### src/rtl/mfa_pkg.sv
package mfa_pkg;
  typedef enum logic [1:0] {
    ST_IDLE,
    ST_RECV,
    ST_EMIT
  } mfa_state_t;
endpackage

### src/rtl/mfa_chip_pair.sv
// Pairs strobed chips into Manchester bits; flags equal-chip pairs.
module mfa_chip_pair (
  input  logic clk,
  input  logic rst,
  input  logic restart,
  input  logic enable,
  input  logic chip_stb,
  input  logic chip_val,
  output logic bit_stb,
  output logic bit_val,
  output logic bit_bad
);
  logic half_q;
  logic first_q;

  always_ff @(posedge clk) begin
    if (rst) begin
      half_q  <= 1'b0;
      first_q <= 1'b0;
      bit_stb <= 1'b0;
      bit_val <= 1'b0;
      bit_bad <= 1'b0;
    end else begin
      bit_stb <= 1'b0;
      bit_bad <= 1'b0;
      if (restart) begin
        // a chip in the restart cycle opens the new pair
        half_q  <= chip_stb;
        first_q <= chip_val;
      end else if (enable && chip_stb) begin
        if (!half_q) begin
          half_q  <= 1'b1;
          first_q <= chip_val;
        end else begin
          half_q  <= 1'b0;
          bit_stb <= 1'b1;
          bit_val <= first_q;
          bit_bad <= (first_q == chip_val);
        end
      end
    end
  end
endmodule

### src/rtl/mfa_bit_collect.sv
// Counts bits, picks the frame length from bit 0, packs bytes MSB first.
module mfa_bit_collect #(
  parameter int LONG_BITS  = 112,
  parameter int SHORT_BITS = 56,
  parameter int BYTE_W     = 8
) (
  input  logic                                  clk,
  input  logic                                  rst,
  input  logic                                  restart,
  input  logic                                  bit_stb,
  input  logic                                  bit_val,
  input  logic                                  bit_bad,
  output logic                                  ram_we,
  output logic [$clog2(LONG_BITS/BYTE_W)-1:0]   ram_addr,
  output logic [BYTE_W-1:0]                     ram_data,
  output logic                                  done,
  output logic                                  done_bad,
  output logic [$clog2(LONG_BITS/BYTE_W):0]     done_bytes
);
  localparam int MAX_BYTES = LONG_BITS / BYTE_W;
  localparam int ADDR_W    = $clog2(MAX_BYTES);
  localparam int CNT_W     = $clog2(LONG_BITS + 1);
  localparam int SUB_W     = $clog2(BYTE_W);

  logic              armed_q;
  logic              long_q;
  logic              bad_q;
  logic [CNT_W-1:0]  cnt_q;
  logic [BYTE_W-1:0] shreg_q;

  logic [BYTE_W-1:0] next_byte;
  logic [CNT_W-1:0]  frame_bits;
  logic              take;
  logic              is_last;
  logic              byte_end;

  always_comb begin
    take      = bit_stb && armed_q && !restart;
    next_byte = {shreg_q[BYTE_W-2:0], bit_val};
    if (cnt_q == '0)
      frame_bits = (bit_val && !bit_bad) ? CNT_W'(LONG_BITS) : CNT_W'(SHORT_BITS);
    else
      frame_bits = long_q ? CNT_W'(LONG_BITS) : CNT_W'(SHORT_BITS);
    is_last  = (cnt_q == frame_bits - CNT_W'(1));
    byte_end = (cnt_q[SUB_W-1:0] == {SUB_W{1'b1}});
  end

  always_ff @(posedge clk) begin
    if (rst) begin
      armed_q    <= 1'b0;
      long_q     <= 1'b0;
      bad_q      <= 1'b0;
      cnt_q      <= '0;
      shreg_q    <= '0;
      ram_we     <= 1'b0;
      ram_addr   <= '0;
      ram_data   <= '0;
      done       <= 1'b0;
      done_bad   <= 1'b0;
      done_bytes <= '0;
    end else begin
      ram_we <= 1'b0;
      done   <= 1'b0;
      if (restart) begin
        armed_q <= 1'b1;
        long_q  <= 1'b0;
        bad_q   <= 1'b0;
        cnt_q   <= '0;
      end else if (take) begin
        shreg_q <= next_byte;
        bad_q   <= bad_q | bit_bad;
        if (cnt_q == '0) long_q <= bit_val && !bit_bad;
        if (byte_end) begin
          ram_we   <= 1'b1;
          ram_addr <= ADDR_W'(cnt_q >> SUB_W);
          ram_data <= next_byte;
        end
        if (is_last) begin
          armed_q    <= 1'b0;
          cnt_q      <= '0;
          done       <= 1'b1;
          done_bad   <= bad_q | bit_bad;
          done_bytes <= (ADDR_W+1)'(frame_bits >> SUB_W);
        end else begin
          cnt_q <= cnt_q + CNT_W'(1);
        end
      end
    end
  end
endmodule

### src/rtl/mfa_byte_ram.sv
// Simple dual-port byte store with registered read (block RAM style).
module mfa_byte_ram #(
  parameter int DEPTH = 14,
  parameter int WIDTH = 8
) (
  input  logic                     clk,
  input  logic                     we,
  input  logic [$clog2(DEPTH)-1:0] waddr,
  input  logic [WIDTH-1:0]         wdata,
  input  logic [$clog2(DEPTH)-1:0] raddr,
  output logic [WIDTH-1:0]         rdata
);
  logic [WIDTH-1:0] mem [DEPTH];

  always_ff @(posedge clk) begin
    if (we) mem[waddr] <= wdata;
    rdata <= mem[raddr];
  end
endmodule

### src/rtl/manch_frame_asm.sv
module manch_frame_asm #(
  parameter int LONG_BITS  = 112,
  parameter int SHORT_BITS = 56,
  parameter int BYTE_W     = 8
) (
  input  logic              clk,
  input  logic              rst,
  input  logic              chip_stb,
  input  logic              chip_val,
  input  logic              sof,
  input  logic              fifo_full,
  output logic              wr_en,
  output logic [BYTE_W-1:0] wr_byte,
  output logic              frame_done,
  output logic              manch_err
);
  import mfa_pkg::*;

  localparam int MAX_BYTES = LONG_BITS / BYTE_W;
  localparam int ADDR_W    = $clog2(MAX_BYTES);

  mfa_state_t        state_q;
  logic [ADDR_W-1:0] rd_idx_q;
  logic [ADDR_W-1:0] last_idx_q;
  logic              primed_q;

  logic              bit_stb, bit_val, bit_bad;
  logic              ram_we;
  logic [ADDR_W-1:0] ram_waddr, ram_raddr;
  logic [BYTE_W-1:0] ram_wdata, ram_rdata;
  logic              coll_done, coll_bad;
  logic [ADDR_W:0]   coll_bytes;

  logic accept, sof_acc, do_write, at_last;

  always_comb begin
    accept    = (state_q == ST_RECV) && coll_done && !coll_bad && !fifo_full;
    sof_acc   = sof && (state_q != ST_EMIT) && !accept;
    do_write  = (state_q == ST_EMIT) && primed_q && !fifo_full;
    at_last   = (rd_idx_q == last_idx_q);
    ram_raddr = (do_write && !at_last) ? rd_idx_q + ADDR_W'(1) : rd_idx_q;
  end

  mfa_chip_pair u_pair (
    .clk      (clk),
    .rst      (rst),
    .restart  (sof_acc),
    .enable   (state_q == ST_RECV),
    .chip_stb (chip_stb),
    .chip_val (chip_val),
    .bit_stb  (bit_stb),
    .bit_val  (bit_val),
    .bit_bad  (bit_bad)
  );

  mfa_bit_collect #(
    .LONG_BITS  (LONG_BITS),
    .SHORT_BITS (SHORT_BITS),
    .BYTE_W     (BYTE_W)
  ) u_collect (
    .clk        (clk),
    .rst        (rst),
    .restart    (sof_acc),
    .bit_stb    (bit_stb),
    .bit_val    (bit_val),
    .bit_bad    (bit_bad),
    .ram_we     (ram_we),
    .ram_addr   (ram_waddr),
    .ram_data   (ram_wdata),
    .done       (coll_done),
    .done_bad   (coll_bad),
    .done_bytes (coll_bytes)
  );

  mfa_byte_ram #(
    .DEPTH (MAX_BYTES),
    .WIDTH (BYTE_W)
  ) u_ram (
    .clk   (clk),
    .we    (ram_we),
    .waddr (ram_waddr),
    .wdata (ram_wdata),
    .raddr (ram_raddr),
    .rdata (ram_rdata)
  );

  assign manch_err = bit_bad;

  always_ff @(posedge clk) begin
    if (rst) begin
      state_q    <= ST_IDLE;
      rd_idx_q   <= '0;
      last_idx_q <= '0;
      primed_q   <= 1'b0;
      wr_en      <= 1'b0;
      wr_byte    <= '0;
      frame_done <= 1'b0;
    end else begin
      wr_en      <= do_write;
      frame_done <= do_write && at_last;
      if (do_write) wr_byte <= ram_rdata;
      unique case (state_q)
        ST_IDLE: if (sof_acc) state_q <= ST_RECV;
        ST_RECV: begin
          if (accept) begin
            state_q    <= ST_EMIT;
            rd_idx_q   <= '0;
            primed_q   <= 1'b0;
            last_idx_q <= ADDR_W'(coll_bytes - (ADDR_W+1)'(1));
          end else if (!sof_acc && coll_done) begin
            state_q <= ST_IDLE;
          end
        end
        ST_EMIT: begin
          primed_q <= 1'b1;
          if (do_write) begin
            rd_idx_q <= rd_idx_q + ADDR_W'(1);
            if (at_last) state_q <= ST_IDLE;
          end
        end
        default: state_q <= ST_IDLE;
      endcase
    end
  end
endmodule

### config.mk
export PLATFORM = sky130hd
export DESIGN_NAME = manch_frame_asm
export DESIGN_NICKNAME = d
export VERILOG_FILES = /design/src/rtl/mfa_pkg.sv /design/src/rtl/mfa_chip_pair.sv /design/src/rtl/mfa_bit_collect.sv /design/src/rtl/mfa_byte_ram.sv /design/src/rtl/manch_frame_asm.sv
export SDC_FILE = /design/constraint.sdc
export NUM_CORES = 1
export LEC_CHECK = 0
export BUFFER_PORTS_ARGS = -buffer_cell sky130_fd_sc_hd__buf_2
export CAP_MARGIN = 10
export CORE_MARGIN = 3
export CORE_UTILIZATION = 58
export CTS_BUF_LIST = sky130_fd_sc_hd__clkbuf_2 sky130_fd_sc_hd__clkbuf_4 sky130_fd_sc_hd__clkbuf_8
export DETAILED_ROUTE_END_ITERATION = 7
export PLACE_DENSITY = 0.88
export SETUP_SLACK_MARGIN = 0.4
export SLEW_MARGIN = 40
export SYNTH_ARGS = -nofsm -noshare
export SYNTH_HDL_FRONTEND = slang
export SYNTH_HIERARCHICAL = 1
export SYNTH_SLANG_ARGS = --single-unit
export TNS_END_PERCENT = 50
### constraint.sdc
create_clock -name clk -period 2.18 [get_ports clk]
set_input_delay 0.218 -clock clk [delete_from_list [all_inputs] [get_ports clk]]
set_output_delay 0.218 -clock clk [all_outputs]
set_load 0.1 [all_outputs]
Yosys cells after proc, flatten, opt, wreduce, memory -nomap -nowiden --
Memories as Yosys holds them, arrays and structs flattened. A register that Yosys moved wholly into a read port is not among the register bits. Index checks and enable logic that the tools add are counted.
Word-level totals: bits in registers 62, bits in writable memories 112, input bits 6, memories 1
Memories:
- u_ram.mem | depth 14, bits a word 8, read ports 1, clocked after Yosys merged registers in 1, wr ports 1, RTL line mfa_byte_ram.sv:13 | logic [WIDTH-1:0] mem [DEPTH];
Cells by class: $add $sub $neg 4, eq/ne operators 13, mux-type cells 30, bitwise gates (word level) 5, reduce and logical (&&, ||, !) cells 41
Operators with widths (number):
- $mux W7 | 4
- $mux W1 | 15
- $logic_and A1 B1 Y1 | 14
- $mux W4 | 3
- $reduce_and A2 Y1 | 6
- $reduce_and A3 Y1 | 4
- $mux W2 | 5
- $ne A2 B2 Y1 const B | 4
- $pmux W4 S2 | 1
- $reduce_bool A2 Y1 | 4
- $add A7 B1 Y7 const B | 1
- $eq A7 B7 Y1 | 1
- $logic_not A7 Y1 | 1
- $sub A7 B1 Y7 const B | 1
- $logic_not A1 Y1 | 6
- $pmux W2 S3 | 1
- $reduce_or A3 Y1 | 2
- $add A4 B1 Y4 const B | 1
- $eq A4 B4 Y1 | 1
- $ne A2 B1 Y1 const B | 2
- $not A1 Y1 | 4
- $reduce_and A4 Y1 | 1
- $reduce_or A4 Y1 | 1
- $sub A4 B1 Y4 const B | 1
- 9 further kinds | 9

Longest topological paths before layout --
Gate-level depths: netlist (run 1).
depth in word-level cells 11, depth in mapped cells 10, mapped depth without buffers 7

Hierarchy --
The synthesis (run 1) kept the hierarchy.
By module, submodules not included:
- mfa_byte_ram | instances 1, cells an instance 210, area an instance 4606.9 um2, sequential area each 3523.4 um2
- mfa_bit_collect | instances 1, cells an instance 165, area an instance 1391.3 um2, sequential area each 700.7 um2
- manch_frame_asm | instances 1, cells an instance 111, area an instance 969.7 um2, sequential area each 420.4 um2
- mfa_chip_pair | instances 1, cells an instance 20, area an instance 203.9 um2, sequential area each 100.1 um2

Worst setup path after synthesis (run 1) --
Ideal clock, no wire load.
path kind register -> register, start register state_q[0], end register u_ram.rdata[0], read port of u_ram.mem, library setup time 0.131 ns, arrival 1.964 ns, data required time 2.049 ns, path slack 0.085 ns, stages on the path, launching flop included 10, path buffers 2, period minus slack after synthesis 2.095 ns, cells stage by stage dfxtp_1 -> nand2b_2 -> nor3_4 -> nand2_2 -> xnor2_1 -> buf_6 -> buf_6 -> mux4_1 -> o22ai_1 -> a21oi_1
Between the ends: longest elaborated chain between the ends 5
RTL lines:
- start, declared | RTL line manch_frame_asm.sv:22 | mfa_state_t state_q;
- start signal, assigned | RTL line manch_frame_asm.sv:91 | state_q <= ST_IDLE;
- start signal, assigned | RTL line manch_frame_asm.sv:103 | ST_IDLE: if (sof_acc) state_q <= ST_RECV;
- start signal, assigned | RTL line manch_frame_asm.sv:106 | state_q <= ST_EMIT;
- $eq A2 B2 Y1 | RTL line manch_frame_asm.sv:39 | do_write = (state_q == ST_EMIT) && primed_q && !fifo_full;
- $logic_and A1 B1 Y1 (2 in a row) | RTL line manch_frame_asm.sv:39
- $logic_and A1 B1 Y1 | RTL line manch_frame_asm.sv:41 | ram_raddr = (do_write && !at_last) ? rd_idx_q + ADDR_W'(1) : rd_idx_q;
- $mux W4 | RTL line manch_frame_asm.sv:41
- via ram_raddr[0] | RTL line manch_frame_asm.sv:29 | logic [ADDR_W-1:0] ram_waddr, ram_raddr;
- end, declared | RTL line mfa_byte_ram.sv:11 | output logic [WIDTH-1:0] rdata
The timed path passes the listed nets, and every way through them passes these cells. A chain may end at the register's enable or synchronous reset.

Final worst setup path (run 1) --
start register primed_q, end register u_ram.rdata[0], read port of u_ram.mem
Between the ends: longest elaborated chain between the ends 4
RTL lines:
- start, declared | RTL line manch_frame_asm.sv:25 | logic primed_q;
- start signal, assigned | RTL line manch_frame_asm.sv:94 | primed_q <= 1'b0;
- start signal, assigned | RTL line manch_frame_asm.sv:108 | primed_q <= 1'b0;
- start signal, assigned | RTL line manch_frame_asm.sv:115 | primed_q <= 1'b1;
- $logic_and A1 B1 Y1 (2 in a row) | RTL line manch_frame_asm.sv:39
- $logic_and A1 B1 Y1 | RTL line manch_frame_asm.sv:41
- $mux W4 | RTL line manch_frame_asm.sv:41
- via ram_raddr[0] | RTL line manch_frame_asm.sv:29
The timed path passes the listed nets, and every way through them passes these cells.

==> results of run 1 <==
[how the worst max path moves through the flow]
stage,from,to,depth (start not counted)
final,primed_q,u_ram/rdata[0],10
after global routing,state_q[0],u_ram/rdata[0],10
after CTS,state_q[0],u_ram/rdata[2],10
after detailed placement,rd_idx_q[1],u_ram/rdata[3],8
after global placement,state_q[0],u_ram/rdata[3],8
after floorplan,state_q[0],u_ram/rdata[0],9
[layer usage]
layer	routed length (um)	vias up
li1	-	2012
met1	6530	2346
met2	9010	286
met3	1310	79
met4	1040	2
met5	15	-
[placed cells by master, fill, tap and decap left out, types with 4 or more instances in the layout]
cell type,n
nand3_1,7
nand2b_1,5
clkbuf_8,19
buf_4,48
edfxtp_1,112
o22ai_2,6
inv_1,5
nor3_1,12
xnor2_1,5
dfxtp_2,9
mux4_2,21
mux2i_1,10
a211oi_1,7
xnor2_2,5
mux2_2,6
buf_6,15
nand2_1,63
clkinv_2,8
a21oi_2,7
buf_2,16
a21oi_1,36
ha_1,5
nand3b_1,4
nor2_1,34
dfxtp_1,59
[critical path: stages, from the launching register on]
cell and delay (ns):
dfxtp_2 0.36, inv_2 0.08, nor3_4 0.32, nand2_4 0.12
xnor2_4 0.21, buf_6 0.13, buf_12 0.13, buf_12 0.13
mux4_2 0.51, mux2i_1 0.25, a21oi_1 0.12
[report_power, final]
group / internal (mW) / switching [mW]
clock network: 1.09 / 1.12
logic: 0.0273 / 0.0440
registers: 3.59 / 0.00656
total: 4.71 / 1.17
[state kept, by name, summed over array words and instances (netlist names), 2 cells and up]
register,cells
u_ram/mem,112
wr_byte,8
rd_idx_q,4
u_ram/rdata,8
u_collect/ram_data,8
state_q,2
u_collect/shreg_q,7
u_collect/done_bytes,3
u_collect/cnt_q,7
u_collect/ram_addr,4
last_idx_q,4
[final cells by class]
cell class,count,share of cell area
well taps,164,0.0241
clock inverters,11,0.0127
inverters,6,0.00265
clock buffers,21,0.0325
repair buffers,83,0.0820
multi-input cells,291,0.286
flip-flops and latches,181,0.560
[timing repair]
action,4_1_cts,5_1_grt
endpoints found under the setup margin,43,41
setup buffers,16,5
pin swaps,26,19
gates resized for setup,62,35
cloned,1,1
==> flow_metrics.tcl, run 1 <==
set metrics [dict create \
    whs_endpoint "u_pair/first_q" \
    num_io_pins 17 \
    hpwl_um 9940 \
    grt.met3_usage 0.0751 \
    globalRoute.busiestLayer "met2" \
    clock-root-buffer "clkbuf_8" \
    wirelength_um 17900 \
    nets 591 \
    final.period_utilization 1.14 \
    drt-pass1-iter-count 5 \
    tns_ns -1.41 \
    hold_path_depth 3 \
    maximum_count_of_clock_buffers_along_a_single_path 2 \
    port_buffers 16 \
    sequential_cell_area_sq_um 4760 \
    clock.fmax_mhz 402 \
    finalHoldViolations 0 \
    p_leak_nw 2.87 \
    cp_data_required_time_ns 2.52 \
    yosys_warnings 6 \
    clock_pin_slew_on_the_worst_setup_and_hold_paths_ns 0.09 \
    drt_drc_violations_left 0 \
    post_route_cells_drive_above_1_share 0.351 \
    worst_pin_slew_ns 0.722 \
    final_estimated_routing_congestion_in_global_placement 0.822 \
    worst_slew_margin_relative_to_its_limit 0.518 \
    placement_rows 39 \
    cts_inserted_buffers 17 \
    irDropWorstVdd_mv 0.348 \
    holdCritPathClass "in -> reg" \
    die-area_sq_um 13700 \
    placedInstanceArea_sq_um 7630 \
    flow.area_growth_from_synthesis_pct 18.7 \
    start_kind "flip-flop" \
    grt_pass1_wl_um 26100 \
    rsz_0062_raised_after_global_routing "yes" \
    timing.clock.skew_ns 0.0119 \
    power_density_nw_per_um2 692 \
    postLayoutCellArea_sq_um 8500 \
    die_height_um 117 \
    cap_viol_max_count 0 \
    timing.setup.critical_path_class "reg -> reg" \
    mappedNetlistNets 515 \
    globalRouteMet2Util 0.443 \
    ff2ff_setup_slack_ns -0.31 \
    netlist_area_sq_um 7160 \
    hold_buffers 0 \
    period_minus_slack_ns 2.49 \
    start_util 0.609 \
    inserted_diodes 0 \
    antenna_found_initial 1 \
    synthesized_instance_count 504 \
    filler_cell_count 676 \
    post_synth.cell_area_avg_sq_um 14.2 \
    final-setup-viol-count 8 \
    drt-initial-drc-count 482 \
    finish.cell_count_without_fillers 757 \
    worstSkewPairLatency_ns 0.46 \
    fin_hold_ws_ns 0.0583 \
    final-max-slew-violation-count 0 \
    preCtsSetupSlack_ns -0.262 \
    run_status "complete, but fails checks" \
    grt_start_max_net_pins 36 \
    vias_per_cell 6.24 \
    floorplan.die.width_um 117 \
    worstPathArrival_ns 2.83 \
    grt_overflow_total 0 \
    setup.worst_path.end_class "flip-flop" \
    timing.hold.worst.start "chip_val" \
    antenna_violating_nets_post_route 0 \
    critical_path.reg2reg.startpoint "primed_q" \
    tritoncts_clock_tree "yes" \
    grt_util_all_layers 0.266 \
    final_setup_margin_ns -0.307 \
    violations "setup timing" \
    vias_post_dr 4725 \
    dpl.cell_count 702 \
    worst_r2r_path_depth 10 \
    design_power_total_mw 5.88 \
    met1_usage 0.326 \
    critical_path.reg2reg.endpoint "u_ram/rdata[0]" \
    grt_pass1_vias 4634 \
    area_occupied_by_multi_input_gates_sq_um 2430 \
    core-area_sq_um 11800 \
    detail_route.wl_per_cell_um 23.7 \
    final_core_util 0.723 \
    total_number_of_h_tree_levels 4 \
    cts.sink_count 181 \
    crit_path_max_fanout 8 \
]
Note: power is estimated with default switching activity, not from simulation.
==> run 2, diff against run 1 <==
RECOVER_POWER = 50   (was not set)
==> flow_metrics.tcl, run 2 (synthesis gave the netlist of run 1 again) <==
set metrics [dict create \
    detail_route.wl_per_cell_um 23.9 \
    dpl.cell_count 702 \
    preCtsSetupSlack_ns -0.262 \
    clock-root-buffer "clkbuf_8" \
    final_setup_margin_ns -0.296 \
    crit_path_max_fanout 8 \
    post_route_cells_drive_above_1_share 0.341 \
    final-setup-viol-count 8 \
    cts_inserted_buffers 17 \
    cp_data_required_time_ns 2.52 \
    drt-initial-drc-count 514 \
    start_kind "flip-flop" \
    flow.area_growth_from_synthesis_pct 18.4 \
    cap_viol_max_count 0 \
    tritoncts_clock_tree "yes" \
    drt_drc_violations_left 0 \
    floorplan.die.width_um 117 \
    irDropWorstVdd_mv 0.348 \
    core-area_sq_um 11800 \
    worst_slew_margin_relative_to_its_limit 0.491 \
    area_occupied_by_multi_input_gates_sq_um 2430 \
    highest_count_cells_in_the_layout_ignoring_fill_and_taps "edfxtp_1, nand2_1, dfxtp_1" \
    largest_reg_flops 112 \
    inserted_diodes 0 \
    postLayoutCellArea_sq_um 8480 \
    final_estimated_routing_congestion_in_global_placement 0.822 \
    worst_pin_slew_ns 0.764 \
    final-max-slew-violation-count 0 \
    design_power_total_mw 5.88 \
    finalHoldViolations 0 \
    drt-pass1-iter-count 5 \
    violations "setup timing" \
    start_util 0.609 \
    grt_overflow_total 0 \
    worst-path-buf-inv 4 \
    worstSkewPairLatency_ns 0.46 \
    filler_cell_count 682 \
    critical_path_cell_by_cell "inv_2 > nor3_4 > nand2_4 > xnor2_4 > buf_6 > buf_12 > buf_12 > mux4_2 > mux2i_1 > a21oi_1" \
    holdCritPathClass "in -> reg" \
    total_number_of_h_tree_levels 4 \
    hpwl_um 9940 \
    timing.clock.skew_ns 0.0128 \
    clock.fmax_mhz 404 \
    die-area_sq_um 13700 \
    power_density_nw_per_um2 693 \
    p_leak_nw 2.85 \
    setup.worst_path.end_class "flip-flop" \
    timing.setup.critical_path_class "reg -> reg" \
    largest-register "u_ram/mem" \
    grt_util_all_layers 0.266 \
    finish.cell_count_without_fillers 757 \
    worstPathArrival_ns 2.81 \
    most_prevalent_standard_cell_on_the_critical_path "buf_12" \
    antenna_found_initial 1 \
    cpPeakStageDelay_ns 0.51 \
    num_io_pins 17 \
    tns_ns -1.25 \
    period_minus_slack_ns 2.48 \
    wirelength_um 18100 \
    placedInstanceArea_sq_um 7630 \
    placement_rows 39 \
    grt_pass1_vias 4634 \
    slowest_stage "mux4_2" \
    final.period_utilization 1.14 \
    vias_per_cell 6.21 \
    maximum_count_of_clock_buffers_along_a_single_path 2 \
    nets 591 \
    hold_buffers 0 \
    rsz_0062_raised_after_global_routing "yes" \
    port_buffers 16 \
    die_height_um 117 \
    antenna_violating_nets_post_route 0 \
    clock_pin_slew_on_the_worst_setup_and_hold_paths_ns 0.09 \
    run_status "complete, but fails checks" \
    cts.sink_count 181 \
    sequential_cell_area_sq_um 4760 \
    mostFrequentLayoutCell "edfxtp_1" \
    grt_pass1_wl_um 26100 \
    grt_start_max_net_pins 36 \
    worst_path_dominant_cell_family "multiplexers" \
    vias_post_dr 4700 \
]
==> run 2: cell count changes in the layout (fill, tap and decap cells not counted) <==
cell	change
buf_4	-6
clkbuf_1	+6
==> run 2: layout make-up <==
class                           instances  area share
Clock inverter                         11      0.0127
Tap cell                              164      0.0242
Timing Repair Buffer                   83      0.0795
Clock buffer                           21      0.0326
Multi-Input combinational cell        291       0.287
Sequential cell                       181       0.561
Inverter                                6     0.00266
==> run 2: worst register-to-register path, delay by kind of cell (launching register included) <==
family,cells,cell delay (ns)
AO/OA/AOI/OAI,1,0.12
AND/OR/NAND/NOR,2,0.43
buffers and inverters,4,0.48
multiplexers,2,0.76
flip-flops,1,0.36
XOR/XNOR,1,0.21
==> run 2: metal layers <==
metal / global-route usage / up-vias / part of all wire
li1: - / 2010 / -
met1: 0.326 / 2352 / 0.37
met2: 0.443 / 269 / 0.50
met3: 0.0751 / 67 / 0.073
met4: 0.117 / 2 / 0.056
met5: 0 / - / 0.00089
==> run 2: worst paths after layout <==
path / start / endpoint / slack (ns) / depth (start not counted)
hold reg to reg: u_ram/rdata[2] / wr_byte[2] / 0.45 / 2
setup reg to reg: primed_q / u_ram/rdata[0] / -0.30 / 10
hold / removal: chip_val / u_pair/first_q / 0.06 / 3
setup / recovery: primed_q / u_ram/rdata[0] / -0.30 / 10
==> run 2: where the power goes <==
part	leakage, nW	switching [mW]	internal, mW
Sequential	1.49	0.00652	3.59
Clock	0.206	1.12	1.09
Combinational	1.15	0.0442	0.0273
Total	2.85	1.17	4.71
==> run 2: stage by stage <==
step	utilization	hold WS [ns]
4_1_cts	0.708	0.0434
3_3_place_gp	0.649	0.420
3_5_place_dp	0.649	0.435
5_1_grt	0.721	0.0574
6_report	0.721	0.0594
2_1_floorplan	-	0.287
==> run 2: what timing repair did <==
| action | CTS | global route |
|---|---|---|
| pin swaps | 26 | 19 |
| cloned | 1 | 1 |
| gates resized for setup | 62 | 35 |
| setup buffers | 16 | 5 |
| endpoints found under the setup margin | 43 | 41 |
